<file path="config.mk">
export PLATFORM = sky130hd
export DESIGN_NAME = bist_addr_gen
export DESIGN_NICKNAME = d
export VERILOG_FILES = /design/src/rtl/bist_ag_pkg.sv /design/src/rtl/bist_ag_timer.sv /design/src/rtl/bist_ag_counter.sv /design/src/rtl/bist_ag_map.sv /design/src/rtl/bist_ag_bg.sv /design/src/rtl/bist_addr_gen.sv
export SDC_FILE = /design/constraint.sdc
export NUM_CORES = 1
export LEC_CHECK = 0
export ABC_CLOCK_PERIOD_IN_PS = 5500
export CAP_MARGIN = 15
export CORE_ASPECT_RATIO = 1.1
export CORE_MARGIN = 4
export CORE_UTILIZATION = 54
export CTS_CLUSTER_SIZE = 14
export DETAILED_ROUTE_END_ITERATION = 10
export HOLD_SLACK_MARGIN = 0.15
export PLACE_DENSITY = 0.84
export SETUP_SLACK_MARGIN = 0.4
export SKIP_CTS_REPAIR_TIMING = 1
export SYNTH_ARGS = -nofsm -noshare
export SYNTH_HDL_FRONTEND = slang
export SYNTH_SLANG_ARGS = --single-unit
</file>
<file path="constraint.sdc">
create_clock -name clk -period 5.5 [get_ports clk]
set_input_delay 1.1 -clock clk [delete_from_list [all_inputs] [get_ports clk]]
set_output_delay 1.1 -clock clk [all_outputs]
set_load 0.005 [all_outputs]
</file>
<file path="src/rtl/bist_ag_pkg.sv">
package bist_ag_pkg;

  localparam int ROW_CODE_W = 3;
  localparam int ROW_BITS   = 9;
  localparam int WAIT_W     = 5;

  function automatic logic [ROW_BITS:0] rows_of(input logic [ROW_CODE_W-1:0] code);
    logic [ROW_BITS:0] r;
    if (code > 3'd5) r = 10'd512;
    else             r = 10'd16 << code;
    return r;
  endfunction

  function automatic logic row_code_bad(input logic [ROW_CODE_W-1:0] code);
    return code > 3'd5;
  endfunction

  function automatic logic [WAIT_W-1:0] wide_waits(input logic [3:0] code);
    logic [WAIT_W-1:0] w;
    if (code < 4'd2) w = 5'd2;
    else             w = {1'b0, code} + 5'd1;
    return w;
  endfunction

  function automatic logic [WAIT_W-1:0] narrow_waits(input logic [1:0] code);
    logic [WAIT_W-1:0] w;
    if (code < 2'd2) w = 5'd2;
    else             w = {3'b000, code} + 5'd1;
    return w;
  endfunction

  function automatic logic [1:0] low_col(input logic [1:0] lin, input logic alt);
    logic [1:0] c;
    if (alt) c = {lin[1], lin[1] ^ lin[0]};
    else     c = lin;
    return c;
  endfunction

endpackage

</file>
<file path="src/rtl/bist_ag_timer.sv">
module bist_ag_timer
  import bist_ag_pkg::*;
(
  input  logic              clk,
  input  logic              rst_n,
  input  logic              load,
  input  logic              run,
  input  logic [WAIT_W-1:0] waits,
  output logic              adv
);

  logic [WAIT_W-1:0] waits_q;
  logic [WAIT_W-1:0] wcnt_q;
  logic [WAIT_W-1:0] wlast;

  assign wlast = WAIT_W'(waits_q - 5'd1);
  assign adv   = run && (wcnt_q == wlast);

  always_ff @(posedge clk or negedge rst_n) begin
    if (!rst_n) begin
      waits_q <= 5'd2;
      wcnt_q  <= '0;
    end else if (load) begin
      waits_q <= waits;
      wcnt_q  <= '0;
    end else if (run) begin
      if (adv) wcnt_q <= '0;
      else     wcnt_q <= wcnt_q + 5'd1;
    end
  end

  AST_WAIT_BOUND: assert property (@(posedge clk) disable iff (!rst_n)
    run |-> (wcnt_q < waits_q));

  AST_WAIT_FLOOR: assert property (@(posedge clk) disable iff (!rst_n)
    run |-> (waits_q >= 5'd2));

endmodule

</file>
<file path="src/rtl/bist_ag_counter.sv">
module bist_ag_counter #(
  parameter int IDX_W = 11
) (
  input  logic             clk,
  input  logic             rst_n,
  input  logic             load,
  input  logic             dir_down,
  input  logic [IDX_W-1:0] last_idx,
  input  logic             adv,
  output logic [IDX_W-1:0] idx,
  output logic             at_end
);

  logic [IDX_W-1:0] idx_q;
  logic [IDX_W-1:0] last_q;
  logic             down_q;

  assign idx    = idx_q;
  assign at_end = down_q ? (idx_q == '0) : (idx_q == last_q);

  always_ff @(posedge clk or negedge rst_n) begin
    if (!rst_n) begin
      idx_q  <= '0;
      last_q <= '0;
      down_q <= 1'b0;
    end else if (load) begin
      last_q <= last_idx;
      down_q <= dir_down;
      idx_q  <= dir_down ? last_idx : '0;
    end else if (adv && !at_end) begin
      if (down_q) idx_q <= idx_q - 1'b1;
      else        idx_q <= idx_q + 1'b1;
    end
  end

  AST_IDX_BOUND: assert property (@(posedge clk) disable iff (!rst_n)
    idx_q <= last_q);

endmodule

</file>
<file path="src/rtl/bist_ag_map.sv">
module bist_ag_map
  import bist_ag_pkg::*;
#(
  parameter int IDX_W = 11
) (
  input  logic [IDX_W-1:0] idx,
  input  logic             alt,
  output logic [IDX_W-1:0] addr
);

  assign addr = {idx[IDX_W-1:2], low_col(idx[1:0], alt)};

endmodule

</file>
<file path="src/rtl/bist_ag_bg.sv">
module bist_ag_bg #(
  parameter int DATA_W = 38
) (
  input  logic [3:0]        seed,
  output logic [DATA_W-1:0] bg
);

  for (genvar b = 0; b < DATA_W; b++) begin : g_rep
    assign bg[b] = seed[b % 4];
  end

endmodule

</file>
<file path="src/rtl/bist_addr_gen.sv">
module bist_addr_gen
  import bist_ag_pkg::*;
#(
  parameter int COL_W  = 2,
  parameter int DATA_W = 38,
  localparam int ADDR_W = ROW_BITS + COL_W
) (
  input  logic              clk,
  input  logic              rst_n,
  input  logic              start_i,
  input  logic              dir_down_i,
  input  logic [2:0]        row_code_i,
  input  logic              lsb_alt_i,
  input  logic              lat_sel_i,
  input  logic [3:0]        data_lat_i,
  input  logic [1:0]        tag_lat_i,
  input  logic [3:0]        seed_i,
  output logic [ADDR_W-1:0] addr_o,
  output logic              access_o,
  output logic [DATA_W-1:0] bg_data_o,
  output logic              pass_end_o,
  output logic              cfg_err_o
);

  logic              run_q, pass_end_q, cfg_err_q, alt_q;
  logic [3:0]        seed_q;
  logic              load, adv, at_end;
  logic [WAIT_W-1:0] waits;
  logic [ADDR_W:0]   span, span_m1;
  logic [ADDR_W-1:0] last_idx, idx;

  assign load     = start_i && !run_q;
  assign waits    = lat_sel_i ? narrow_waits(tag_lat_i) : wide_waits(data_lat_i);
  assign span     = {rows_of(row_code_i), {COL_W{1'b0}}};
  assign span_m1  = span - (ADDR_W+1)'(1);
  assign last_idx = span_m1[ADDR_W-1:0];

  always_ff @(posedge clk or negedge rst_n) begin
    if (!rst_n) begin
      run_q      <= 1'b0;
      pass_end_q <= 1'b0;
      cfg_err_q  <= 1'b0;
      alt_q      <= 1'b0;
      seed_q     <= '0;
    end else begin
      pass_end_q <= 1'b0;
      if (load) begin
        run_q     <= 1'b1;
        cfg_err_q <= row_code_bad(row_code_i);
        alt_q     <= lsb_alt_i;
        seed_q    <= seed_i;
      end else if (adv && at_end) begin
        run_q      <= 1'b0;
        pass_end_q <= 1'b1;
      end
    end
  end

  bist_ag_timer u_timer (
    .clk(clk), .rst_n(rst_n), .load(load), .run(run_q), .waits(waits), .adv(adv)
  );

  bist_ag_counter #(.IDX_W(ADDR_W)) u_cnt (
    .clk(clk), .rst_n(rst_n), .load(load), .dir_down(dir_down_i),
    .last_idx(last_idx), .adv(adv), .idx(idx), .at_end(at_end)
  );

  bist_ag_map #(.IDX_W(ADDR_W)) u_map (
    .idx(idx), .alt(alt_q), .addr(addr_o)
  );

  bist_ag_bg #(.DATA_W(DATA_W)) u_bg (
    .seed(seed_q), .bg(bg_data_o)
  );

  assign access_o   = run_q;
  assign pass_end_o = pass_end_q;
  assign cfg_err_o  = cfg_err_q;

  AST_ADDR_HOLD: assert property (@(posedge clk) disable iff (!rst_n)
    (run_q && !adv) |=> $stable(addr_o));

  AST_END_SINGLE: assert property (@(posedge clk) disable iff (!rst_n)
    pass_end_o |=> !pass_end_o);

  AST_END_IDLE: assert property (@(posedge clk) disable iff (!rst_n)
    pass_end_o |-> !access_o);

  AST_ERR_FLAG: assert property (@(posedge clk) disable iff (!rst_n)
    (load && row_code_i > 3'd5) |=> cfg_err_o);

  AST_START_IGNORED: assert property (@(posedge clk) disable iff (!rst_n)
    (run_q && start_i && !adv) |=> (access_o && $stable(addr_o) && $stable(bg_data_o)));

  AST_FIRST_ACCESS: assert property (@(posedge clk) disable iff (!rst_n)
    load |=> access_o);

endmodule

</file>
# --- Word-level counts from Yosys, hierarchy flattened ---
# Cells that the tools add are included.
# Widths: inputs -> output; s select.
word_totals:
  reg_bits: 41
  latchBits: 0
  n_memories: 0
  mem_bits_rw: 0
  rom_bits: 0
  word_cells: 51
classes:
  mul: 0
  n_reduce_logical: 10
  muxes: 17
  bitwise_logic: 1
  eq_ne: 2
  div_mod_pow: 0
  n_lt_le_gt_ge: 3
  shifts: 1
  addsub: 7
op_table:
  columns: ["op", "n"]
  rows:
  - ["$mux 11", 4]
  - ["$mux 5", 5]
  - ["$sub 11x1->11 const B", 2]
  - ["$add 11x1->11 const B", 1]
  - ["$eq 11x11->1", 1]
  - ["$logic_not 11->1", 1]
  - ["$mux 9", 1]
  - ["$shl 5x3->9 const A", 1]
  - ["$mux 1", 6]
  - ["$reduce_bool 2->1", 3]
  - ["$add 4x1->5 const B", 1]
  - ["$add 5x1->5 const B", 1]
  - ["$eq 5x5->1", 1]
  - ["$sub 5x1->5 const B", 1]
  - ["$logic_and 1x1->1", 4]
  - ["$lt 4x2->1 const B", 1]
  - ["$add 2x1->3 const B", 1]
  - ["$gt 3x3->1 const B", 1]
  - ["$mux 3", 1]
  - ["$logic_not 1->1", 2]
  - ["$lt 2x2->1 const B", 1]
  - ["$xor 1x1->1", 1]

# --- Depth between registers and ports, before layout ---
logic_depth:
  ltp_word: 6
  ltp_mapped: 8

# --- Modules after synthesis ---
# From an unflattened synthesis, not the netlist that was laid out.
unflattened:
  hier_cells: 292
  area_unflattened_um2: 2916.5
by_module_without_submodules:
  columns: ["mod", "instances", "area_each_um2", "seq_area_each_um2", "cells_each"]
  rows:
  - ["bist_ag_counter", 1, 1530.2, 575.6, 149]
  - ["bist_ag_timer", 1, 569.3, 251.5, 53]
  - ["bist_addr_gen", 1, 444.2, 200.2, 40]
  - ["bist_ag_bg", 1, 285.3, 0.0, 38]
  - ["bist_ag_map", 1, 87.6, 0.0, 12]

# --- Worst setup path after synthesis ---
# No wires, ideal clock.
synth_timing:
  kind: "input-to-reg"
  start: "in row_code_i[1]"
  end: "reg u_cnt.idx_q[10] (netlist: u_cnt.idx[10])"
  setup_ps: 131
  t_required_ps: 5369
  arrival_time_ps: 2284
  n_path_buf: 0
  cell_stages: 7
  setup_slack_ps: 3084
  path_cell_list: "nor3_1 -> inv_1 -> ha_1 -> a21oi_1 -> o32a_1 -> nor2_1 -> or3_1"
synth_via:
  elab_chain_len: 5
  elab_cells_between_ends: 6
  classes_between: "add/sub: 1; order compare: 1; shift: 1; mux: 3"
synth_rtl:
  columns: ["element", "line_no", "text"]
  rows:
  - ["from (decl)", "bist_addr_gen.sv:12", "input logic [2:0] row_code_i,"]
  - ["$gt 3x3->1 / $shl 5x3->9 (equally long branches)", "bist_ag_pkg.sv:9, bist_ag_pkg.sv:10", null]
  - ["$mux 9 (*)", "bist_ag_pkg.sv:9", "if (code > 3'd5) r = 10'd512;"]
  - ["$sub 11x1->11 (*)", "bist_addr_gen.sv:35", "assign span_m1 = span - (ADDR_W+1)'(1);"]
  - ["$mux 11 (*)", "bist_ag_counter.sv:29", "idx_q <= dir_down ? last_idx : '0;"]
  - ["$mux 11 (*)", "bist_ag_counter.sv:26", "end else if (load) begin"]
  - ["to (signal assigned)", "bist_ag_counter.sv:29", null]
  - ["to (signal assigned)", "bist_ag_counter.sv:31", "if (down_q) idx_q <= idx_q - 1'b1;"]
  - ["to (signal assigned)", "bist_ag_counter.sv:32", "else idx_q <= idx_q + 1'b1;"]
  - ["to (decl)", "bist_ag_counter.sv:14", "logic [IDX_W-1:0] idx_q;"]
# Every way passes the cells marked *; elsewhere a longest branch is shown, timed or not.
# A chain may end at the register's enable or synchronous reset.

# --- Worst setup path after layout ---
layout_timing:
  start: "reg u_cnt.idx_q[1] (netlist: u_cnt.idx[1])"
  end: "out addr_o[0]"
layout_via:
  elab_chain_len: 2
layout_rtl:
  columns: ["element", "line_no", "text"]
  rows:
  - ["$xor 1x1->1", "bist_ag_pkg.sv:34", "if (alt) c = {lin[1], lin[1] ^ lin[0]};"]
  - ["$mux 1", "bist_ag_pkg.sv:34", null]
  - ["to (decl)", "bist_addr_gen.sv:18", "output logic [ADDR_W-1:0] addr_o,"]
# No other way between the ends.

==> impl_metrics.yaml <==
logic_synthesis:
  ys.flop_type: "dfrtp_1"
  ys_warn_count: 0
  ys_async_sr_fraction_pct: 100
  yosysUniqueCellTypes: 58
  synth_area_leader_cell: "dfrtp_1"
  ys_ff_latch: 36
  synth_common_cells: "buf_4, nand2_1, dfrtp_1"
  synth_enable_flop_cells: 0
  synth.most_common_cell: "buf_4"
  synthTopCellsByArea: "dfrtp_1, buf_4, ha_1"
  syn_area_sq_um: 2790
  synth_top_area_share_pct: 31.4
  synthCells: 314
  syn_avg_cell_area_sq_um: 8.89
  syn-num-nets: 348
  seq_area_frac_synth_pct: 32.3
clock_tree:
  cts_max_path_buffers: 2
  cts_num_sinks: 36
  cts_buffers: 5
  clock-root-buffer: "clkbuf_8"
  clk_pin_slew_worst_paths_ps: 70
  cts_tree: "done"
  insertion_delay_ps: 280
  h-tree-depth: 2
floorplan:
  core-area_sq_um: 5000
  fp.dieH_um: 83.4
  dieArea_sq_um: 6380
  initial_core_util_pct: 55.8
  ioPinCount: 71
  rows: 27
  die_w_um: 76.5
place:
  place.gp.congestion: 0.865
  io_buffers: 70
  hpwl_um: 4620
  place_area_sq_um: 3200
  dp_cells: 393
global_route:
  grt_first_pass_wirelength_um: 10300
  antenna_found_initial: 0
  grt_max_degree: 37
  grtUsageMet3_pct: 3.15
  use_met2_pct: 37.0
  grtUsageMet1_pct: 22.4
  gr-total-overflow: 0
  grt_most_used_layer: "met2"
  first_global_vias: 2250
  track_usage_pct: 19.8
sta:
  fin_tns_setup_ps: 0
  period_share_pct: 52.8
  setup_violations: 0
  slew_violations: 0
  worst_slew_pin_slew_ps: 944
  rsz0062_at_grt: "false"
  slew_headroom_pct: 37.1
  period_needed_ps: 2900
  fmax_mhz: 344
  finalHoldViolations: 0
  fin_skew_ps: 4.66
critical_path:
  required_ps: 4400
  end_kind: "output pin"
  slowest_stage: "clkdlybuf4s50_1"
  rrSetupSlack_ps: 2770
  arrival_ps: 1800
  cp_cell_sequence: "inv_1 -> ha_1 -> nand2_1 -> o21ai_0 -> clkdlybuf4s50_1"
  cpPeakStageDelay_ps: 540
  path_class: "reg2out"
  cp_max_fo: 5
  startpoint_type: "register"
routing:
  vias_per_cell: 5.57
  firstDrtPassIters: 4
  antenna_left: 0
  avgRoutedWirePerCell_um: 14.8
  wl_um: 5930
  dr.first_iter.drc_count: 114
  vias: 2232
  drcViolationCount: 0
cells_and_area:
  drive_gt1_share_pct: 7.00
  layout.nets: 376
  antenna_cells: 0
  area_growth_pct: 17.8
  fin_area_sq_um: 3290
  finalNonFillerCells: 401
  nFillCells: 440
pwr:
  pwr-share-seq_pct: 32.0
  intPower_mw: 0.862
  power.switching_mw: 0.572
  switching_share_pct: 39.9
  power_density_nw_per_um2: 436
  cellLeakagePower_nw: 1.38
  peakVddDrop_mv: 0.207
  clock_power_share_pct: 13.3
  pwr-share-comb_pct: 54.6
flow_run:
  drv_cap: 0
status:
  status: "finished, final reports clean"
hold_path:
  min_path_type: "reg2reg"
-- placed cells by master, fill, tap and decap left out, drive strengths merged, types with 10 or more instances in the layout --
| cell type | instances |
|---|---|
| dfrtp | 35 |
| nand2 | 43 |
| nor3 | 17 |
| nand3 | 10 |
| xnor2 | 17 |
| ha | 14 |
| o21ai | 20 |
| clkdlybuf4s50 | 70 |
| nor2 | 21 |
| inv | 10 |
-- metal layers --
layer  part of all wire [%]  wire, um
met3                    3.3       197
met1                     41      2410
met2                     55      3240
met4                    1.5        86
met5                      0         0
-- worst paths after layout --
path | from | to | cells after the start
max | u_cnt.idx[1] | addr_o[0] | 5
min | cfg_err_o | cfg_err_o | 2
max reg2reg | u_cnt.down_q | u_cnt.idx[10] | 8
min reg2reg | cfg_err_o | cfg_err_o | 2
max in group asynchronous | rst_n | u_timer.waits_q[1] | 2
min in group asynchronous | rst_n | u_timer.wcnt_q[1] | 2
-- cells by family (layout without fill, tap and decap cells) --
| kind of cell | Yosys count | after routing | synth area share (%) |
|---|---|---|---|
| AOI/OAI and AO/OA | 65 | 65 | 17.1 |
| and+or+nand+nor | 117 | 117 | 22.0 |
| adders and majority gates | 15 | 15 | 7.00 |
| buffers and inverters | 61 | 90 | 15.0 |
| DFF | 36 | 36 | 32.3 |
| xor gates and xnor gates | 20 | 20 | 6.55 |
-- power groups by stage --
stage               Sequential (mW)  Combinational [mW]  Clock, mW
floorplan                     0.432               0.616          0
global placement              0.455               0.762          0
detailed placement            0.465               0.782          0
CTS                           0.460               0.786      0.196
global route                  0.473               0.873      0.209
finish                        0.459               0.783      0.191
-- through the flow --
stage	power (mW)	utilization [%]	setup slack, ps	hold slack [ps]
4_1_cts	1.44	65.7	2560	486
3_5_place_dp	1.25	63.9	2400	472
3_3_place_gp	1.22	63.9	2470	453
5_1_grt	1.55	65.7	2440	519
6_report	1.43	65.7	2600	483
2_1_floorplan	1.05	-	3080	459
-- sequential cells by signal, summed over array words and instances (netlist names) --
| name | flops |
|---|---|
| u_cnt.idx | 11 |
| access_o | 1 |
| u_timer.waits_q | 5 |
| cfg_err_o | 1 |
| pass_end_o | 1 |
| u_timer.wcnt_q | 5 |
| u_cnt.down_q | 1 |
| alt_q | 1 |
| u_cnt.last_q | 6 |
| seed_q | 4 |
-- cell type report --
| type | count | area (sq um) | area share, % |
|---|---|---|---|
| repair buffers | 72 | 716 | 21.8 |
| inverters | 10 | 37.5 | 1.14 |
| clock buffers | 8 | 90.1 | 2.74 |
| flip-flops and latches | 36 | 902 | 27.4 |
| well taps | 58 | 72.6 | 2.21 |
| multi-input cells | 217 | 1470 | 44.7 |
-- worst max-delay path, delay by kind of cell, from the launching register on --
kind / cells / cell delay (ps)
DFF: 1 / 430
and+or+nand+nor: 1 / 40
buffers and inverters: 2 / 660
AOI/OAI and AO/OA: 1 / 90
adders and majority gates: 1 / 300
(Power assumes the default switching activity.)
